$ cat config.mk
export PLATFORM = sky130hd
export DESIGN_NAME = nic_cmd_status
export DESIGN_NICKNAME = d
export VERILOG_FILES = /design/src/rtl/nic_cmd_pkg.sv /design/src/rtl/nic_cmd_decode.sv /design/src/rtl/nic_cmd_regs.sv /design/src/rtl/nic_cmd_status.sv
export SDC_FILE = /design/constraint.sdc
export NUM_CORES = 1
export LEC_CHECK = 0
export CORE_MARGIN = 2
export CORE_UTILIZATION = 52
export CTS_CLUSTER_DIAMETER = 100
export DETAILED_ROUTE_END_ITERATION = 10
export PLACE_DENSITY = 0.84
export SYNTH_ARGS = -nofsm -noshare
export SYNTH_HDL_FRONTEND = slang
export SYNTH_SLANG_ARGS = --single-unit
$ cat constraint.sdc
create_clock -name clk -period 1.94 [get_ports clk]
set_clock_uncertainty 0.05 [all_clocks]
set_input_delay 0.388 -clock clk [delete_from_list [all_inputs] [get_ports clk]]
set_output_delay 0.388 -clock clk [all_outputs]
set_load 0.1 [all_outputs]
$ cat src/rtl/nic_cmd_pkg.sv
package nic_cmd_pkg;
  localparam int DW = 8;

  // register offsets
  localparam int REG_CMD   = 0;
  localparam int REG_STAT  = 1;
  localparam int REG_MASK  = 2;
  localparam int REG_PAGE  = 3;
  localparam int REG_LENLO = 4;
  localparam int REG_LENHI = 5;
  localparam int REG_TSTAT = 6;

  // command bit positions
  localparam int CMD_STOP  = 0;
  localparam int CMD_START = 1;
  localparam int CMD_TX    = 2;
  localparam int CMD_RRD   = 3;
  localparam int CMD_RWR   = 4;

  // status bit positions
  localparam int ST_PTX = 1;
  localparam int ST_RDC = 6;
  localparam int ST_RST = 7;

  localparam logic [DW-1:0] CMD_RESET_VAL  = 8'h01;
  localparam logic [DW-1:0] STAT_RESET_VAL = 8'h80;

  typedef struct packed {
    logic          cmdWr;
    logic          maskWr;
    logic          pageWr;
    logic          lenLoWr;
    logic          lenHiWr;
    logic          isrClr;
    logic [DW-2:0] clrBits;
    logic          startReq;
    logic          stopReq;
    logic          txGo;
    logic          remRdGo;
    logic          remWrGo;
    logic          remZero;
  } ctrlStrobes_t;
endpackage

$ cat src/rtl/nic_cmd_decode.sv
module nic_cmd_decode
  import nic_cmd_pkg::*;
#(
  parameter int ADDR_W = 4
) (
  input  logic              regWe,
  input  logic [ADDR_W-1:0] regAddr,
  input  logic [DW-1:0]     regWdata,
  input  logic              remCountZero,
  output ctrlStrobes_t      st
);
  logic hitCmd, hitStat, hitMask, hitPage, hitLo, hitHi;
  logic rdReq, wrReq;

  assign hitCmd  = regWe && (regAddr == ADDR_W'(REG_CMD));
  assign hitStat = regWe && (regAddr == ADDR_W'(REG_STAT));
  assign hitMask = regWe && (regAddr == ADDR_W'(REG_MASK));
  assign hitPage = regWe && (regAddr == ADDR_W'(REG_PAGE));
  assign hitLo   = regWe && (regAddr == ADDR_W'(REG_LENLO));
  assign hitHi   = regWe && (regAddr == ADDR_W'(REG_LENHI));

  always_comb begin
    st          = '0;
    st.cmdWr    = hitCmd;
    st.maskWr   = hitMask;
    st.pageWr   = hitPage;
    st.lenLoWr  = hitLo;
    st.lenHiWr  = hitHi;
    st.isrClr   = hitStat;
    st.clrBits  = regWdata[DW-2:0];
    st.startReq = hitCmd && regWdata[CMD_START];
    st.stopReq  = hitCmd && regWdata[CMD_STOP];
    rdReq       = st.startReq && regWdata[CMD_RRD];
    wrReq       = st.startReq && regWdata[CMD_RWR];
    st.txGo     = st.startReq && regWdata[CMD_TX];
    st.remZero  = (rdReq || wrReq) && remCountZero;
    st.remRdGo  = rdReq && !wrReq && !remCountZero;
    st.remWrGo  = wrReq && !rdReq && !remCountZero;
  end
endmodule

$ cat src/rtl/nic_cmd_regs.sv
module nic_cmd_regs
  import nic_cmd_pkg::*;
#(
  parameter int ADDR_W     = 4,
  parameter int PAGE_SHIFT = 8
) (
  input  logic                       clk,
  input  logic                       rstN,
  input  ctrlStrobes_t               st,
  input  logic [ADDR_W-1:0]          regAddr,
  input  logic [DW-1:0]              regWdata,
  input  logic                       dmaDone,
  input  logic                       txDone,
  input  logic                       txHbLost,
  input  logic                       txLateColl,
  input  logic [DW-2:0]              evtSet,
  output logic [DW-1:0]              regRdata,
  output logic                       irq,
  output logic                       running,
  output logic                       txStart,
  output logic [DW+PAGE_SHIFT-1:0]   txStartAddr,
  output logic [2*DW-1:0]            txLen,
  output logic                       remRdStart,
  output logic                       remWrStart
);
  logic [DW-1:0] cmdQ, isrQ, isrNext, imrQ, pageQ, lenLoQ, lenHiQ, txStatQ;

  // per-bit status update: set beats host clear
  for (genvar gi = 0; gi < DW - 1; gi++) begin : g_isrBit
    localparam bit IS_PTX = (gi == ST_PTX);
    localparam bit IS_RDC = (gi == ST_RDC);
    logic setB;
    assign setB = evtSet[gi]
                | (IS_PTX && txDone)
                | (IS_RDC && (dmaDone || st.remZero));
    assign isrNext[gi] = setB | (isrQ[gi] & ~(st.isrClr & st.clrBits[gi]));
  end
  assign isrNext[ST_RST] = isrQ[ST_RST] & ~st.startReq;

  always_ff @(posedge clk or negedge rstN) begin
    if (!rstN) begin
      cmdQ       <= CMD_RESET_VAL;
      isrQ       <= STAT_RESET_VAL;
      imrQ       <= '0;
      pageQ      <= '0;
      lenLoQ     <= '0;
      lenHiQ     <= '0;
      txStatQ    <= '0;
      running    <= 1'b0;
      txStart    <= 1'b0;
      remRdStart <= 1'b0;
      remWrStart <= 1'b0;
    end else begin
      isrQ       <= isrNext;
      txStart    <= st.txGo;
      remRdStart <= st.remRdGo;
      remWrStart <= st.remWrGo;
      if (st.cmdWr)   cmdQ   <= regWdata;
      if (st.maskWr)  imrQ   <= regWdata;
      if (st.pageWr)  pageQ  <= regWdata;
      if (st.lenLoWr) lenLoQ <= regWdata;
      if (st.lenHiWr) lenHiQ <= regWdata;
      if (txDone) txStatQ <= {txLateColl, txHbLost, {(DW-3){1'b0}}, 1'b1};
      if (st.stopReq)       running <= 1'b0;
      else if (st.startReq) running <= 1'b1;
    end
  end

  assign irq         = |(isrQ & imrQ);
  assign txStartAddr = {pageQ, {PAGE_SHIFT{1'b0}}};
  assign txLen       = {lenHiQ, lenLoQ};

  always_comb begin
    case (regAddr)
      ADDR_W'(REG_CMD):   regRdata = cmdQ;
      ADDR_W'(REG_STAT):  regRdata = isrQ;
      ADDR_W'(REG_MASK):  regRdata = imrQ;
      ADDR_W'(REG_PAGE):  regRdata = pageQ;
      ADDR_W'(REG_LENLO): regRdata = lenLoQ;
      ADDR_W'(REG_LENHI): regRdata = lenHiQ;
      ADDR_W'(REG_TSTAT): regRdata = txStatQ;
      default:            regRdata = '0;
    endcase
  end

  AST_RST_ONLY_BY_START: assert property (@(posedge clk) disable iff (!rstN)
    $fell(isrQ[ST_RST]) |-> $past(st.startReq));
  AST_W1C_CLEARS: assert property (@(posedge clk) disable iff (!rstN)
    (st.isrClr && (evtSet == '0) && !txDone && !dmaDone)
      |=> ((isrQ[DW-2:0] & $past(st.clrBits)) == '0));
  AST_ZERO_LEN_DONE: assert property (@(posedge clk) disable iff (!rstN)
    st.remZero |=> (isrQ[ST_RDC] && !remRdStart && !remWrStart));
  AST_REM_ONE_DIR: assert property (@(posedge clk) disable iff (!rstN)
    !(remRdStart && remWrStart));
  AST_TX_LAUNCH: assert property (@(posedge clk) disable iff (!rstN)
    st.txGo |=> txStart);
  AST_TX_DONE_STATUS: assert property (@(posedge clk) disable iff (!rstN)
    txDone |=> (txStatQ[0] && isrQ[ST_PTX]));
  AST_DMA_DONE_SETS: assert property (@(posedge clk) disable iff (!rstN)
    dmaDone |=> isrQ[ST_RDC]);
  AST_IRQ_MASKED: assert property (@(posedge clk) disable iff (!rstN)
    (imrQ == '0) |-> !irq);
  AST_STOP_WINS: assert property (@(posedge clk) disable iff (!rstN)
    st.stopReq |=> !running);
endmodule

$ cat src/rtl/nic_cmd_status.sv
module nic_cmd_status
  import nic_cmd_pkg::*;
#(
  parameter int ADDR_W     = 4,
  parameter int PAGE_SHIFT = 8
) (
  input  logic                     clk,
  input  logic                     rstN,
  input  logic                     regWe,
  input  logic [ADDR_W-1:0]        regAddr,
  input  logic [DW-1:0]            regWdata,
  output logic [DW-1:0]            regRdata,
  input  logic                     remCountZero,
  input  logic                     dmaDone,
  input  logic                     txDone,
  input  logic                     txHbLost,
  input  logic                     txLateColl,
  input  logic [DW-2:0]            evtSet,
  output logic                     irq,
  output logic                     running,
  output logic                     txStart,
  output logic [DW+PAGE_SHIFT-1:0] txStartAddr,
  output logic [2*DW-1:0]          txLen,
  output logic                     remRdStart,
  output logic                     remWrStart
);
  ctrlStrobes_t st;

  nic_cmd_decode #(.ADDR_W(ADDR_W)) decode_i (
    .regWe        (regWe),
    .regAddr      (regAddr),
    .regWdata     (regWdata),
    .remCountZero (remCountZero),
    .st           (st)
  );

  nic_cmd_regs #(.ADDR_W(ADDR_W), .PAGE_SHIFT(PAGE_SHIFT)) regs_i (
    .clk         (clk),
    .rstN        (rstN),
    .st          (st),
    .regAddr     (regAddr),
    .regWdata    (regWdata),
    .dmaDone     (dmaDone),
    .txDone      (txDone),
    .txHbLost    (txHbLost),
    .txLateColl  (txLateColl),
    .evtSet      (evtSet),
    .regRdata    (regRdata),
    .irq         (irq),
    .running     (running),
    .txStart     (txStart),
    .txStartAddr (txStartAddr),
    .txLen       (txLen),
    .remRdStart  (remRdStart),
    .remWrStart  (remWrStart)
  );
endmodule

==> impl_metrics.prom, run 1 <==
# TYPE chip_impl_metric gauge
chip_impl_metric{name="synth_area_per_cell",unit="sq um"} 12.7
chip_impl_metric{name="wl",unit="um"} 10800
chip_impl_metric{name="critPathBufInv",unit=""} 1
chip_impl_metric{name="worst_ep_required_time",unit="ns"} 1.50
chip_impl_metric{name="tritoncts_num_sinks",unit=""} 55
chip_impl_metric{name="core",unit="sq mm"} 0.00514
chip_impl_metric{name="track_usage",unit="%"} 32.7
chip_impl_info{name="synth_area_leader_cell",value="sky130_fd_sc_hd__dfrtp_1"} 1
chip_impl_info{name="tritoncts",value="built"} 1
chip_impl_metric{name="layout_min_cycle_time",unit="ns"} 2.12
chip_impl_metric{name="post_synth_num_cell_types",unit=""} 44
chip_impl_metric{name="worst_case_vdd_ir_drop",unit="V"} 0.00105
chip_impl_metric{name="antenna_violations_before_repair",unit=""} 0
chip_impl_metric{name="grt_first_pass_wirelength",unit="um"} 14600
chip_impl_metric{name="drt-initial-drc-count",unit=""} 231
chip_impl_metric{name="area_delta_synth_final",unit="%"} 67.8
chip_impl_metric{name="maxSlewViolCount",unit=""} 0
chip_impl_metric{name="via_count",unit=""} 2535
chip_impl_info{name="critPathCaptureType",value="output pin"} 1
chip_impl_metric{name="p_leak",unit="nW"} 2.00
chip_impl_metric{name="slowest_delay",unit="ns"} 0.50
chip_impl_info{name="critical_path.cell_chain",value="mux4_2 > nor2_4 > a311oi_4 > buf_12"} 1
chip_impl_metric{name="fmax",unit="MHz"} 472
chip_impl_info{name="main_flop_type_after_synthesis",value="sky130_fd_sc_hd__dfrtp_1"} 1
chip_impl_metric{name="fin_cells",unit=""} 402
chip_impl_info{name="setup.worst_path.class",value="flip-flop to output pin"} 1
chip_impl_info{name="violations_in_the_final_reports",value="setup timing"} 1
chip_impl_metric{name="initial_cell_density_of_the_core",unit="%"} 53.9
chip_impl_metric{name="setup_viol_count_final",unit=""} 16
chip_impl_metric{name="floorplan.die.width",unit="um"} 77.0
chip_impl_metric{name="number_of_enable_flip_flop_cells_after_synthesis",unit=""} 0
chip_impl_metric{name="post-dp-hpwl",unit="um"} 6020
chip_impl_metric{name="clkLatencyLatePin",unit="ns"} 0.30
chip_impl_metric{name="via_count_of_the_first_global_routing_pass",unit=""} 2596
chip_impl_metric{name="iteration_count_of_the_initial_detailed_routing_pass",unit=""} 4
chip_impl_metric{name="post_synth_instance_area",unit="sq mm"} 0.00277
chip_impl_metric{name="place_ws",unit="ns"} -0.579
chip_impl_metric{name="place.gp.congestion",unit=""} 0.860
chip_impl_info{name="synth_top_cells_by_area",value="sky130_fd_sc_hd__dfrtp_1 48%, sky130_fd_sc_hd__mux2_2 15%, sky130_fd_sc_hd__mux2_1 3.7%"} 1
chip_impl_metric{name="cts_buffer_depth",unit=""} 2
chip_impl_metric{name="fillCellCount",unit=""} 185
chip_impl_metric{name="ios",unit=""} 72
chip_impl_metric{name="antenna_left",unit=""} 0
chip_impl_metric{name="synth_warnings",unit=""} 0
chip_impl_metric{name="final_net_count",unit=""} 358
chip_impl_info{name="cts_root_buffer",value="sky130_fd_sc_hd__clkbuf_8"} 1
chip_impl_metric{name="final_design_area_no_fill",unit="sq mm"} 0.00465
chip_impl_metric{name="period_share",unit="%"} 109
chip_impl_info{name="top_family_by_delay_on_critical_path",value="multiplexers"} 1
chip_impl_metric{name="antenna-diode-count",unit=""} 0
chip_impl_info{name="grt_setup_unrepaired",value="yes"} 1
chip_impl_metric{name="grt_start_max_net_pins",unit=""} 56
chip_impl_metric{name="critical_path.max_fanout",unit=""} 2
chip_impl_metric{name="timing_hold_violations_final",unit=""} 0
chip_impl_metric{name="dpl.cell_count",unit=""} 371
chip_impl_metric{name="timing.setup.tns",unit="ns"} -1.58
chip_impl_metric{name="detail_route.drc_violations",unit=""} 0
chip_impl_metric{name="share_of_the_synthesized_area_in_the_top_cell_type",unit="%"} 47.9
chip_impl_metric{name="utilization",unit="%"} 90.4
chip_impl_metric{name="data_arrival_time_of_the_critical_path",unit="ns"} 1.68
chip_impl_info{name="path_type_of_the_worst_min_delay_path",value="input pin to async pin"} 1
chip_impl_info{name="slowest_stage",value="sky130_fd_sc_hd__mux4_2"} 1
chip_impl_metric{name="fp-row-count",unit=""} 26
chip_impl_metric{name="die_height",unit="um"} 77.0
chip_impl_metric{name="worst_slack",unit="ns"} -0.180
chip_impl_metric{name="die_area",unit="sq mm"} 0.00593
chip_impl_info{name="run_status",value="finished with violations"} 1
chip_impl_metric{name="synthesis.instances",unit=""} 218
chip_impl_metric{name="synth_seq_area_share",unit="%"} 49.8
chip_impl_metric{name="overflow",unit=""} 0
chip_impl_metric{name="placed_cell_area",unit="sq mm"} 0.00421
chip_impl_metric{name="pwr_density_cell",unit="mW/mm^2"} 1050
chip_impl_metric{name="avgRoutedWirePerCell",unit="um"} 26.8
chip_impl_metric{name="vias_per_cell",unit=""} 6.31
chip_impl_metric{name="portBuffers",unit=""} 63
chip_impl_info{name="worst_setup_path_start_kind",value="flip-flop"} 1
chip_impl_metric{name="cts_bufs_inserted",unit=""} 5
chip_impl_metric{name="ys_seq_elements",unit=""} 55
chip_impl_metric{name="clk_pin_slew",unit="ns"} 0.09
chip_impl_metric{name="cap_viol_max_count",unit=""} 0
chip_impl_metric{name="drive_above_1_share",unit="%"} 60.2
chip_impl_metric{name="ys_async_sr_fraction",unit="%"} 100
chip_impl_metric{name="htree_num_levels",unit=""} 2
chip_impl_metric{name="cts_hold_buf",unit=""} 0
-- through the flow --
stage	hold slack, ns	total power [mW]
floorplan	0.0424	3.09
finish	0.00244	4.88
global placement	0.354	3.96
detailed placement	0.356	4.02
CTS	0.0277	4.70
global route	0.0295	5.01
-- worst register-to-register path, stage by stage (launching register included) --
cell and delay [ns]:
sky130_fd_sc_hd__dfrtp_2 0.44, sky130_fd_sc_hd__buf_4 0.15, sky130_fd_sc_hd__buf_4 0.14, sky130_fd_sc_hd__mux2_2 0.26
-- synth_stat cells, types with 4 or more instances --
cell type,number
sky130_fd_sc_hd__dfrtp_1,53
sky130_fd_sc_hd__mux2_2,38
sky130_fd_sc_hd__buf_4,13
sky130_fd_sc_hd__mux2_1,9
sky130_fd_sc_hd__nand2_1,8
sky130_fd_sc_hd__nand3_1,8
sky130_fd_sc_hd__a21o_1,6
sky130_fd_sc_hd__a22oi_1,6
sky130_fd_sc_hd__and3_1,5
sky130_fd_sc_hd__mux2i_1,5
sky130_fd_sc_hd__and3b_1,4
sky130_fd_sc_hd__buf_2,4
sky130_fd_sc_hd__nor2_1,4
sky130_fd_sc_hd__o21ai_0,4
sky130_fd_sc_hd__o221ai_1,4
-- state kept, by name, summed over array words and instances (netlist names) --
signal             count
regs_i.cmdQ            8
regs_i.imrQ            8
regs_i.isrQ            8
regs_i.lenHiQ          8
regs_i.lenLoQ          8
regs_i.pageQ           8
regs_i.txStatQ         3
regs_i.remRdStart      1
regs_i.remWrStart      1
regs_i.running         1
regs_i.txStart         1
-- final timing paths --
check / startpoint / endpoint / slack (ns) / cells past startpoint
max in group asynchronous: rstN / regs_i.cmdQ[0] / 1.52 / 2
setup / recovery: regs_i.pageQ[6] / regRdata[6] / -0.18 / 4
setup reg to reg: regs_i.lenHiQ[3] / regs_i.lenHiQ[3] / 0.80 / 3
hold / removal: rstN / regs_i.lenHiQ[2] / 0.002 / 2
hold reg to reg: regs_i.txStatQ[0] / regs_i.txStatQ[0] / 0.48 / 1
min in group clk: regs_i.txStatQ[0] / regs_i.txStatQ[0] / 0.48 / 1
-- cells in the final DEF, fill, tap and decap left out, types with 4 or more instances in the layout --
cell / synthesis / layout
sky130_fd_sc_hd__clkdlybuf4s50_1: 0 / 21
sky130_fd_sc_hd__nand3_1: 8 / 8
sky130_fd_sc_hd__and3_1: 5 / 5
sky130_fd_sc_hd__a21o_1: 6 / 6
sky130_fd_sc_hd__and3b_1: 4 / 4
sky130_fd_sc_hd__mux2_1: 9 / 9
sky130_fd_sc_hd__conb_1: 1 / 8
sky130_fd_sc_hd__mux2i_1: 5 / 5
sky130_fd_sc_hd__nand2_2: 2 / 5
sky130_fd_sc_hd__buf_4: 13 / 49
sky130_fd_sc_hd__nand2_1: 8 / 4
sky130_fd_sc_hd__dfrtp_4: 0 / 8
sky130_fd_sc_hd__clkbuf_8: 0 / 5
sky130_fd_sc_hd__buf_12: 0 / 39
sky130_fd_sc_hd__mux2_2: 38 / 36
sky130_fd_sc_hd__dfrtp_2: 0 / 10
sky130_fd_sc_hd__dfrtp_1: 53 / 35
sky130_fd_sc_hd__a22oi_1: 6 / 4
-- cell families (layout without fill, tap and decap cells) --
kind of cell	Yosys count	after routing	synth area share, %
buf+inv	24	131	6.01
compound gates	33	33	9.08
flops	55	55	49.8
simple gates	51	51	12.5
mux	54	54	22.5
other cells	1	8	0.135
-- area by class of cell --
type | count | area [sq um] | share of cell area, %
clock buffers | 8 | 80.1 | 1.72
repair buffers | 120 | 1530 | 33.0
flip-flops and latches | 55 | 1420 | 30.6
well taps | 70 | 87.6 | 1.88
inverters | 3 | 11.3 | 0.242
multi-input cells | 146 | 1510 | 32.6
-- report_power, final --
group / internal (mW) / leakage, nW / switching [mW]
clock network: 0.258 / 0.0395 / 0.357
registers: 1.39 / 0.627 / 0.233
logic: 1.03 / 1.33 / 1.61
total: 2.68 / 2.00 / 2.20
-- timing repair --
action	CTS	global route
cloned	3	1
pin swaps	12	10
gates resized for setup	40	11
setup buffers	8	11
setup endpoints to repair	32	8
-- routing by layer --
layer,vias up,GRT usage [%],wire length [um]
li1,1016,-,-
met1,1270,38.3,3920
met2,190,57.8,5380
met3,59,6.00,747
met4,0,15.5,735
met5,-,0,0
No activity file was read; power rests on OpenSTA's default activity.
==> inputs of run 2 (changes only) <==
--- a/config.mk
+++ b/config.mk
@@ -6,10 +6,10 @@
 export NUM_CORES = 1
 export LEC_CHECK = 0
 export CORE_MARGIN = 2
-export CORE_UTILIZATION = 52
+export CORE_UTILIZATION = 40
 export CTS_CLUSTER_DIAMETER = 100
 export DETAILED_ROUTE_END_ITERATION = 10
-export PLACE_DENSITY = 0.84
+export PLACE_DENSITY = 0.68
 export SYNTH_ARGS = -nofsm -noshare
 export SYNTH_HDL_FRONTEND = slang
 export SYNTH_SLANG_ARGS = --single-unit
==> impl_metrics.prom, run 2 (synthesis results as in run 1) <==
# TYPE chip_impl_metric gauge
chip_impl_info{name="run_status",value="finished with violations"} 1
chip_impl_info{name="violations_in_the_final_reports",value="setup timing"} 1
chip_impl_metric{name="period_share",unit="%"} 108
chip_impl_metric{name="via_count",unit=""} 2312
chip_impl_metric{name="iteration_count_of_the_initial_detailed_routing_pass",unit=""} 4
chip_impl_info{name="setup.worst_path.class",value="flip-flop to output pin"} 1
chip_impl_info{name="final_common_cell",value="sky130_fd_sc_hd__buf_4"} 1
chip_impl_info{name="tritoncts",value="built"} 1
chip_impl_metric{name="overflow",unit=""} 0
chip_impl_metric{name="clk_pin_slew",unit="ns"} 0.10
chip_impl_info{name="grt_setup_unrepaired",value="yes"} 1
chip_impl_metric{name="switchingPower",unit="mW"} 2.12
chip_impl_metric{name="portBuffers",unit=""} 63
chip_impl_metric{name="initial_cell_density_of_the_core",unit="%"} 41.0
chip_impl_metric{name="avgRoutedWirePerCell",unit="um"} 19.3
chip_impl_metric{name="power.share.sequential",unit="%"} 31.7
chip_impl_metric{name="fmax",unit="MHz"} 479
chip_impl_metric{name="critical_path.max_fanout",unit=""} 2
chip_impl_metric{name="cap_viol_max_count",unit=""} 0
chip_impl_metric{name="worst_slack",unit="ns"} -0.149
chip_impl_metric{name="area_delta_synth_final",unit="%"} 72.5
chip_impl_metric{name="netSwitchingFraction",unit="%"} 42.1
chip_impl_metric{name="r2r_cells",unit=""} 2
chip_impl_metric{name="antenna-diode-count",unit=""} 0
chip_impl_metric{name="track_usage",unit="%"} 22.5
chip_impl_metric{name="layout_min_cycle_time",unit="ns"} 2.09
chip_impl_metric{name="hold_ws",unit="ns"} 0.430
chip_impl_metric{name="clkLatencyLatePin",unit="ns"} 0.31
chip_impl_metric{name="wl",unit="um"} 8100
chip_impl_metric{name="setup_viol_count_final",unit=""} 7
chip_impl_metric{name="p_int",unit="mW"} 2.92
chip_impl_info{name="commonest_cells_after_routing_fill_and_taps_aside",value="50 x sky130_fd_sc_hd__buf_4, 40 x sky130_fd_sc_hd__buf_12, 36 x sky130_fd_sc_hd__mux2_2"} 1
chip_impl_info{name="cts_root_buffer",value="sky130_fd_sc_hd__clkbuf_8"} 1
chip_impl_metric{name="data_arrival_time_of_the_critical_path",unit="ns"} 1.65
chip_impl_metric{name="post-dp-hpwl",unit="um"} 5830
chip_impl_metric{name="cts_bufs_inserted",unit=""} 5
chip_impl_metric{name="antenna_violations_before_repair",unit=""} 0
chip_impl_metric{name="part_of_the_power_in_the_clock_network",unit="%"} 17.8
chip_impl_metric{name="place_ws",unit="ns"} -0.478
chip_impl_info{name="critPathCaptureType",value="output pin"} 1
chip_impl_metric{name="vias_per_cell",unit=""} 5.52
chip_impl_metric{name="antenna_left",unit=""} 0
chip_impl_metric{name="tritoncts_num_sinks",unit=""} 55
chip_impl_metric{name="pwr_density_cell",unit="mW/mm^2"} 1060
chip_impl_metric{name="combinational_share_of_power",unit="%"} 50.5
chip_impl_metric{name="timing_hold_violations_final",unit=""} 0
chip_impl_metric{name="htree_num_levels",unit=""} 2
chip_impl_metric{name="drive_above_1_share",unit="%"} 62.8
chip_impl_metric{name="core",unit="sq mm"} 0.00676
chip_impl_metric{name="cts_buffer_depth",unit=""} 2
chip_impl_metric{name="die_area",unit="sq mm"} 0.00761
chip_impl_metric{name="final_net_count",unit=""} 365
chip_impl_metric{name="floorplan.die.width",unit="um"} 87.2
chip_impl_metric{name="detail_route.drc_violations",unit=""} 0
chip_impl_info{name="path_type_of_the_worst_min_delay_path",value="input pin to async pin"} 1
chip_impl_metric{name="ios",unit=""} 72
chip_impl_metric{name="via_count_of_the_first_global_routing_pass",unit=""} 2504
chip_impl_metric{name="fp-row-count",unit=""} 30
chip_impl_metric{name="maxSlewViolCount",unit=""} 0
chip_impl_metric{name="p_total",unit="mW"} 5.05
chip_impl_metric{name="p_leak",unit="nW"} 2.06
chip_impl_metric{name="grt_first_pass_wirelength",unit="um"} 12900
chip_impl_metric{name="die_height",unit="um"} 87.2
chip_impl_metric{name="worst_ep_required_time",unit="ns"} 1.50
chip_impl_metric{name="place.gp.congestion",unit=""} 0.826
chip_impl_metric{name="grt_start_max_net_pins",unit=""} 28
chip_impl_metric{name="drt-initial-drc-count",unit=""} 126
chip_impl_info{name="worst_setup_path_start_kind",value="flip-flop"} 1
chip_impl_metric{name="worst_case_vdd_ir_drop",unit="V"} 0.000611
-- run 2: metal layers --
metal | up-vias | wire (um) | GRT usage, %
met2 | 77 | 4140 | 38.6
met5 | - | 0 | 0
met1 | 1186 | 3390 | 27.9
li1 | 1029 | - | -
met3 | 20 | 396 | 4.83
met4 | 0 | 178 | 8.25
-- run 2: worst max-delay path, stage by stage, from the launching register on --
cell	delay [ns]
sky130_fd_sc_hd__dfrtp_4	0.49
sky130_fd_sc_hd__mux4_2	0.50
sky130_fd_sc_hd__nor2_4	0.12
sky130_fd_sc_hd__a311oi_4	0.05
sky130_fd_sc_hd__buf_12	0.19
-- run 2: power groups by stage --
stage          Sequential [mW]  Clock, mW  Combinational, mW
6_report                  1.60      0.899               2.55
4_1_cts                   1.60      0.911               2.50
5_1_grt                   1.62      0.951               2.64
3_3_place_gp              1.63          0               2.36
2_1_floorplan             2.43          0              0.663
3_5_place_dp              1.64          0               2.38
-- run 2: final timing paths --
check	from	endpoint	slack [ns]
hold / removal	rstN	regs_i.lenHiQ[1]	0.43
setup reg to reg	regs_i.pageQ[6]	regs_i.pageQ[6]	0.86
setup / recovery	regs_i.pageQ[6]	regRdata[6]	-0.15
min in group clk	regs_i.cmdQ[1]	regs_i.cmdQ[1]	0.43
max in group asynchronous	rstN	regs_i.cmdQ[0]	0.82
hold reg to reg	regs_i.cmdQ[1]	regs_i.cmdQ[1]	0.43
-- run 2: repair_timing --
| action | in CTS | in global routing |
|---|---|---|
| pin swaps | 14 | 6 |
| hold endpoints to repair | 10 | 0 |
| resized for setup | 47 | 15 |
| hold buffers | 1 | 0 |
| buffers inserted | 11 | 7 |
| endpoints found under the setup margin | 31 | 9 |
| cloned | 2 | 0 |
-- run 2: layout make-up --
type / count / area [sq um]
Fill cell: 460 / 1980
Timing Repair Buffer: 127 / 1580
Multi-Input combinational cell: 146 / 1530
Sequential cell: 55 / 1420
Tap cell: 80 / 100
Clock buffer: 5 / 68.8
Clock inverter: 3 / 67.6
Inverter: 3 / 11.3
-- run 2: metrics by stage --
stage               util [%]  TNS, ns  std cells  instance area, sq um
floorplan                  -    -1.03        225                  3050
global placement        63.7   -15.87        392                  4300
finish                  70.7   -0.403        419                  4780
CTS                     69.3   -0.577        413                  4680
global route            70.7   -0.679        419                  4780
detailed placement      63.7   -17.71        392                  4300
==> inputs of run 3 (changes only) <==
--- a/config.mk
+++ b/config.mk
@@ -13,3 +13,4 @@
 export SYNTH_ARGS = -nofsm -noshare
 export SYNTH_HDL_FRONTEND = slang
 export SYNTH_SLANG_ARGS = --single-unit
+export TNS_END_PERCENT = 10
==> impl_metrics.prom, run 3 (synthesis results as in run 1) <==
# TYPE chip_impl_metric gauge
chip_impl_metric{name="die_area",unit="sq mm"} 0.00761
chip_impl_metric{name="period_share",unit="%"} 108
chip_impl_metric{name="multi_input_area",unit="sq mm"} 0.00150
chip_impl_info{name="cts_root_buffer",value="sky130_fd_sc_hd__clkbuf_8"} 1
chip_impl_info{name="setup.worst_path.class",value="flip-flop to output pin"} 1
chip_impl_info{name="critPathCaptureType",value="output pin"} 1
chip_impl_metric{name="clkLatencyLatePin",unit="ns"} 0.32
chip_impl_metric{name="antenna-diode-count",unit=""} 0
chip_impl_metric{name="post-dp-hpwl",unit="um"} 5600
chip_impl_metric{name="final_net_count",unit=""} 357
chip_impl_metric{name="drt-initial-drc-count",unit=""} 111
chip_impl_metric{name="ios",unit=""} 72
chip_impl_metric{name="worst_case_vdd_ir_drop",unit="V"} 0.000599
chip_impl_metric{name="p_leak",unit="nW"} 2.00
chip_impl_info{name="tritoncts",value="built"} 1
chip_impl_metric{name="cap_viol_max_count",unit=""} 0
chip_impl_metric{name="layout_min_cycle_time",unit="ns"} 2.10
chip_impl_metric{name="detail_route.drc_violations",unit=""} 0
chip_impl_info{name="run_status",value="finished with violations"} 1
chip_impl_metric{name="p_int",unit="mW"} 2.60
chip_impl_metric{name="area.sequential",unit="sq mm"} 0.00139
chip_impl_metric{name="hold_ws",unit="ns"} -0.00541
chip_impl_metric{name="cts_bufs_inserted",unit=""} 5
chip_impl_metric{name="dpl.cell_count",unit=""} 388
chip_impl_metric{name="portBuffers",unit=""} 63
chip_impl_metric{name="cts_buffer_depth",unit=""} 2
chip_impl_metric{name="timing.setup.tns",unit="ns"} -0.543
chip_impl_metric{name="switchingPower",unit="mW"} 2.14
chip_impl_info{name="violations_in_the_final_reports",value="hold timing, setup timing"} 1
chip_impl_metric{name="via_count",unit=""} 2283
chip_impl_metric{name="data_arrival_time_of_the_critical_path",unit="ns"} 1.66
chip_impl_info{name="r2r_start",value="regs_i.pageQ[6]"} 1
chip_impl_metric{name="part_of_the_power_in_the_clock_network",unit="%"} 14.2
chip_impl_metric{name="r2r_cells",unit=""} 2
chip_impl_metric{name="antenna_left",unit=""} 0
chip_impl_metric{name="maxSlewViolCount",unit=""} 0
chip_impl_metric{name="track_usage",unit="%"} 22.4
chip_impl_metric{name="antenna_violations_before_repair",unit=""} 0
chip_impl_metric{name="worst_slack",unit="ns"} -0.155
chip_impl_metric{name="cts_hold_buf",unit=""} 0
chip_impl_metric{name="die_height",unit="um"} 87.2
chip_impl_info{name="commonest_cells_after_routing_fill_and_taps_aside",value="47 x sky130_fd_sc_hd__dfrtp_1, 44 x sky130_fd_sc_hd__buf_4, 38 x sky130_fd_sc_hd__buf_12"} 1
chip_impl_metric{name="pwr_density_cell",unit="mW/mm^2"} 1030
chip_impl_metric{name="initial_cell_density_of_the_core",unit="%"} 41.0
chip_impl_metric{name="fin_cells",unit=""} 411
chip_impl_metric{name="critical_path.max_fanout",unit=""} 2
chip_impl_info{name="worst_setup_path_start_kind",value="flip-flop"} 1
chip_impl_metric{name="vias_per_cell",unit=""} 5.55
chip_impl_metric{name="place.gp.congestion",unit=""} 0.861
chip_impl_metric{name="combinational_share_of_power",unit="%"} 52.3
chip_impl_metric{name="floorplan.die.width",unit="um"} 87.2
chip_impl_info{name="final_common_cell",value="sky130_fd_sc_hd__dfrtp_1"} 1
chip_impl_info{name="grt_setup_unrepaired",value="yes"} 1
chip_impl_metric{name="tritoncts_num_sinks",unit=""} 55
chip_impl_metric{name="htree_num_levels",unit=""} 2
chip_impl_metric{name="worst_ep_required_time",unit="ns"} 1.50
chip_impl_metric{name="via_count_of_the_first_global_routing_pass",unit=""} 2404
chip_impl_metric{name="grt_first_pass_wirelength",unit="um"} 12800
chip_impl_metric{name="avgRoutedWirePerCell",unit="um"} 19.7
chip_impl_metric{name="fillCellCount",unit=""} 461
chip_impl_metric{name="core",unit="sq mm"} 0.00676
chip_impl_metric{name="setup_viol_count_final",unit=""} 7
chip_impl_metric{name="area_delta_synth_final",unit="%"} 65.9
chip_impl_metric{name="timing_hold_violations_final",unit=""} 3
chip_impl_metric{name="clk_pin_slew",unit="ns"} 0.11
chip_impl_info{name="cp-startpoint",value="regs_i.pageQ[6]"} 1
chip_impl_metric{name="grt_start_max_net_pins",unit=""} 56
chip_impl_metric{name="fp-row-count",unit=""} 30
chip_impl_metric{name="fmax",unit="MHz"} 477
chip_impl_metric{name="power.share.sequential",unit="%"} 33.5
chip_impl_metric{name="drive_above_1_share",unit="%"} 57.7
chip_impl_metric{name="wl",unit="um"} 8080
chip_impl_metric{name="overflow",unit=""} 0
chip_impl_info{name="path_type_of_the_worst_min_delay_path",value="input pin to async pin"} 1
chip_impl_metric{name="netSwitchingFraction",unit="%"} 45.1
chip_impl_metric{name="iteration_count_of_the_initial_detailed_routing_pass",unit=""} 4
run 3: cell types whose count changed in the layout (fill, tap and decap cells not counted), sizes merged:
cell and delta:
bufinv -2, inv +2, dlygate4sd3 -1, dlygate4sd2 +1, bufbuf +1, clkbuf -1
buf -8
run 3: critical path: stages (launching register included):
cell and delay, ns:
sky130_fd_sc_hd__dfrtp_4 0.49, sky130_fd_sc_hd__mux4_2 0.50, sky130_fd_sc_hd__nor2_4 0.11, sky130_fd_sc_hd__a311oi_4 0.05, sky130_fd_sc_hd__buf_12 0.19
run 3: what timing repair did:
action / CTS / global route
gates cloned: 3 / 0
pin swaps: 11 / 2
setup endpoints to repair: 36 / 8
resized for setup: 51 / 6
buffers inserted: 12 / 0
run 3: power by group through the flow:
stage,sequential [mW],clock (mW),combinational [mW]
after floorplan,2.40,0,0.643
after global placement,1.61,0,2.34
after detailed placement,1.61,0,2.37
after CTS,1.59,0.679,2.47
after global routing,1.62,0.733,2.55
final,1.59,0.675,2.48
run 3: metal layers:
metal	up-vias	GRT usage (%)	part of all wire, %
li1	1020	-	-
met1	1183	29.0	42
met2	66	38.1	51
met3	14	4.17	4.2
met4	0	7.41	2.4
met5	-	0	0
run 3: path summary, 6_finish.rpt:
| kind | endpoint | slack [ns] |
|---|---|---|
| setup reg to reg | regs_i.pageQ[6] | 0.88 |
| min in group clk | regs_i.cmdQ[1] | 0.44 |
| max in group asynchronous | regs_i.isrQ[7] | 1.54 |
| hold reg to reg | regs_i.cmdQ[1] | 0.44 |
| setup / recovery | regRdata[6] | -0.16 |
| hold / removal | regs_i.lenLoQ[5] | -0.005 |
run 3: through the flow:
step	area (sq um)	setup slack, ns	util, %	total power, mW
after global routing	4590	-0.181	68.0	4.90
final	4590	-0.155	68.0	4.74
after detailed placement	4190	-0.550	62.0	3.98
after CTS	4560	-0.161	67.6	4.74
after global placement	4190	-0.523	62.0	3.95
after floorplan	2940	-0.406	-	3.04
run 3: area by class of cell:
| cell class | instances | area share [%] |
|---|---|---|
| flip-flops and latches | 55 | 30.3 |
| well taps | 80 | 2.18 |
| clock inverters | 3 | 0.545 |
| repair buffers | 119 | 32.6 |
| inverters | 3 | 0.245 |
| clock buffers | 5 | 1.50 |
| multi-input cells | 146 | 32.6 |
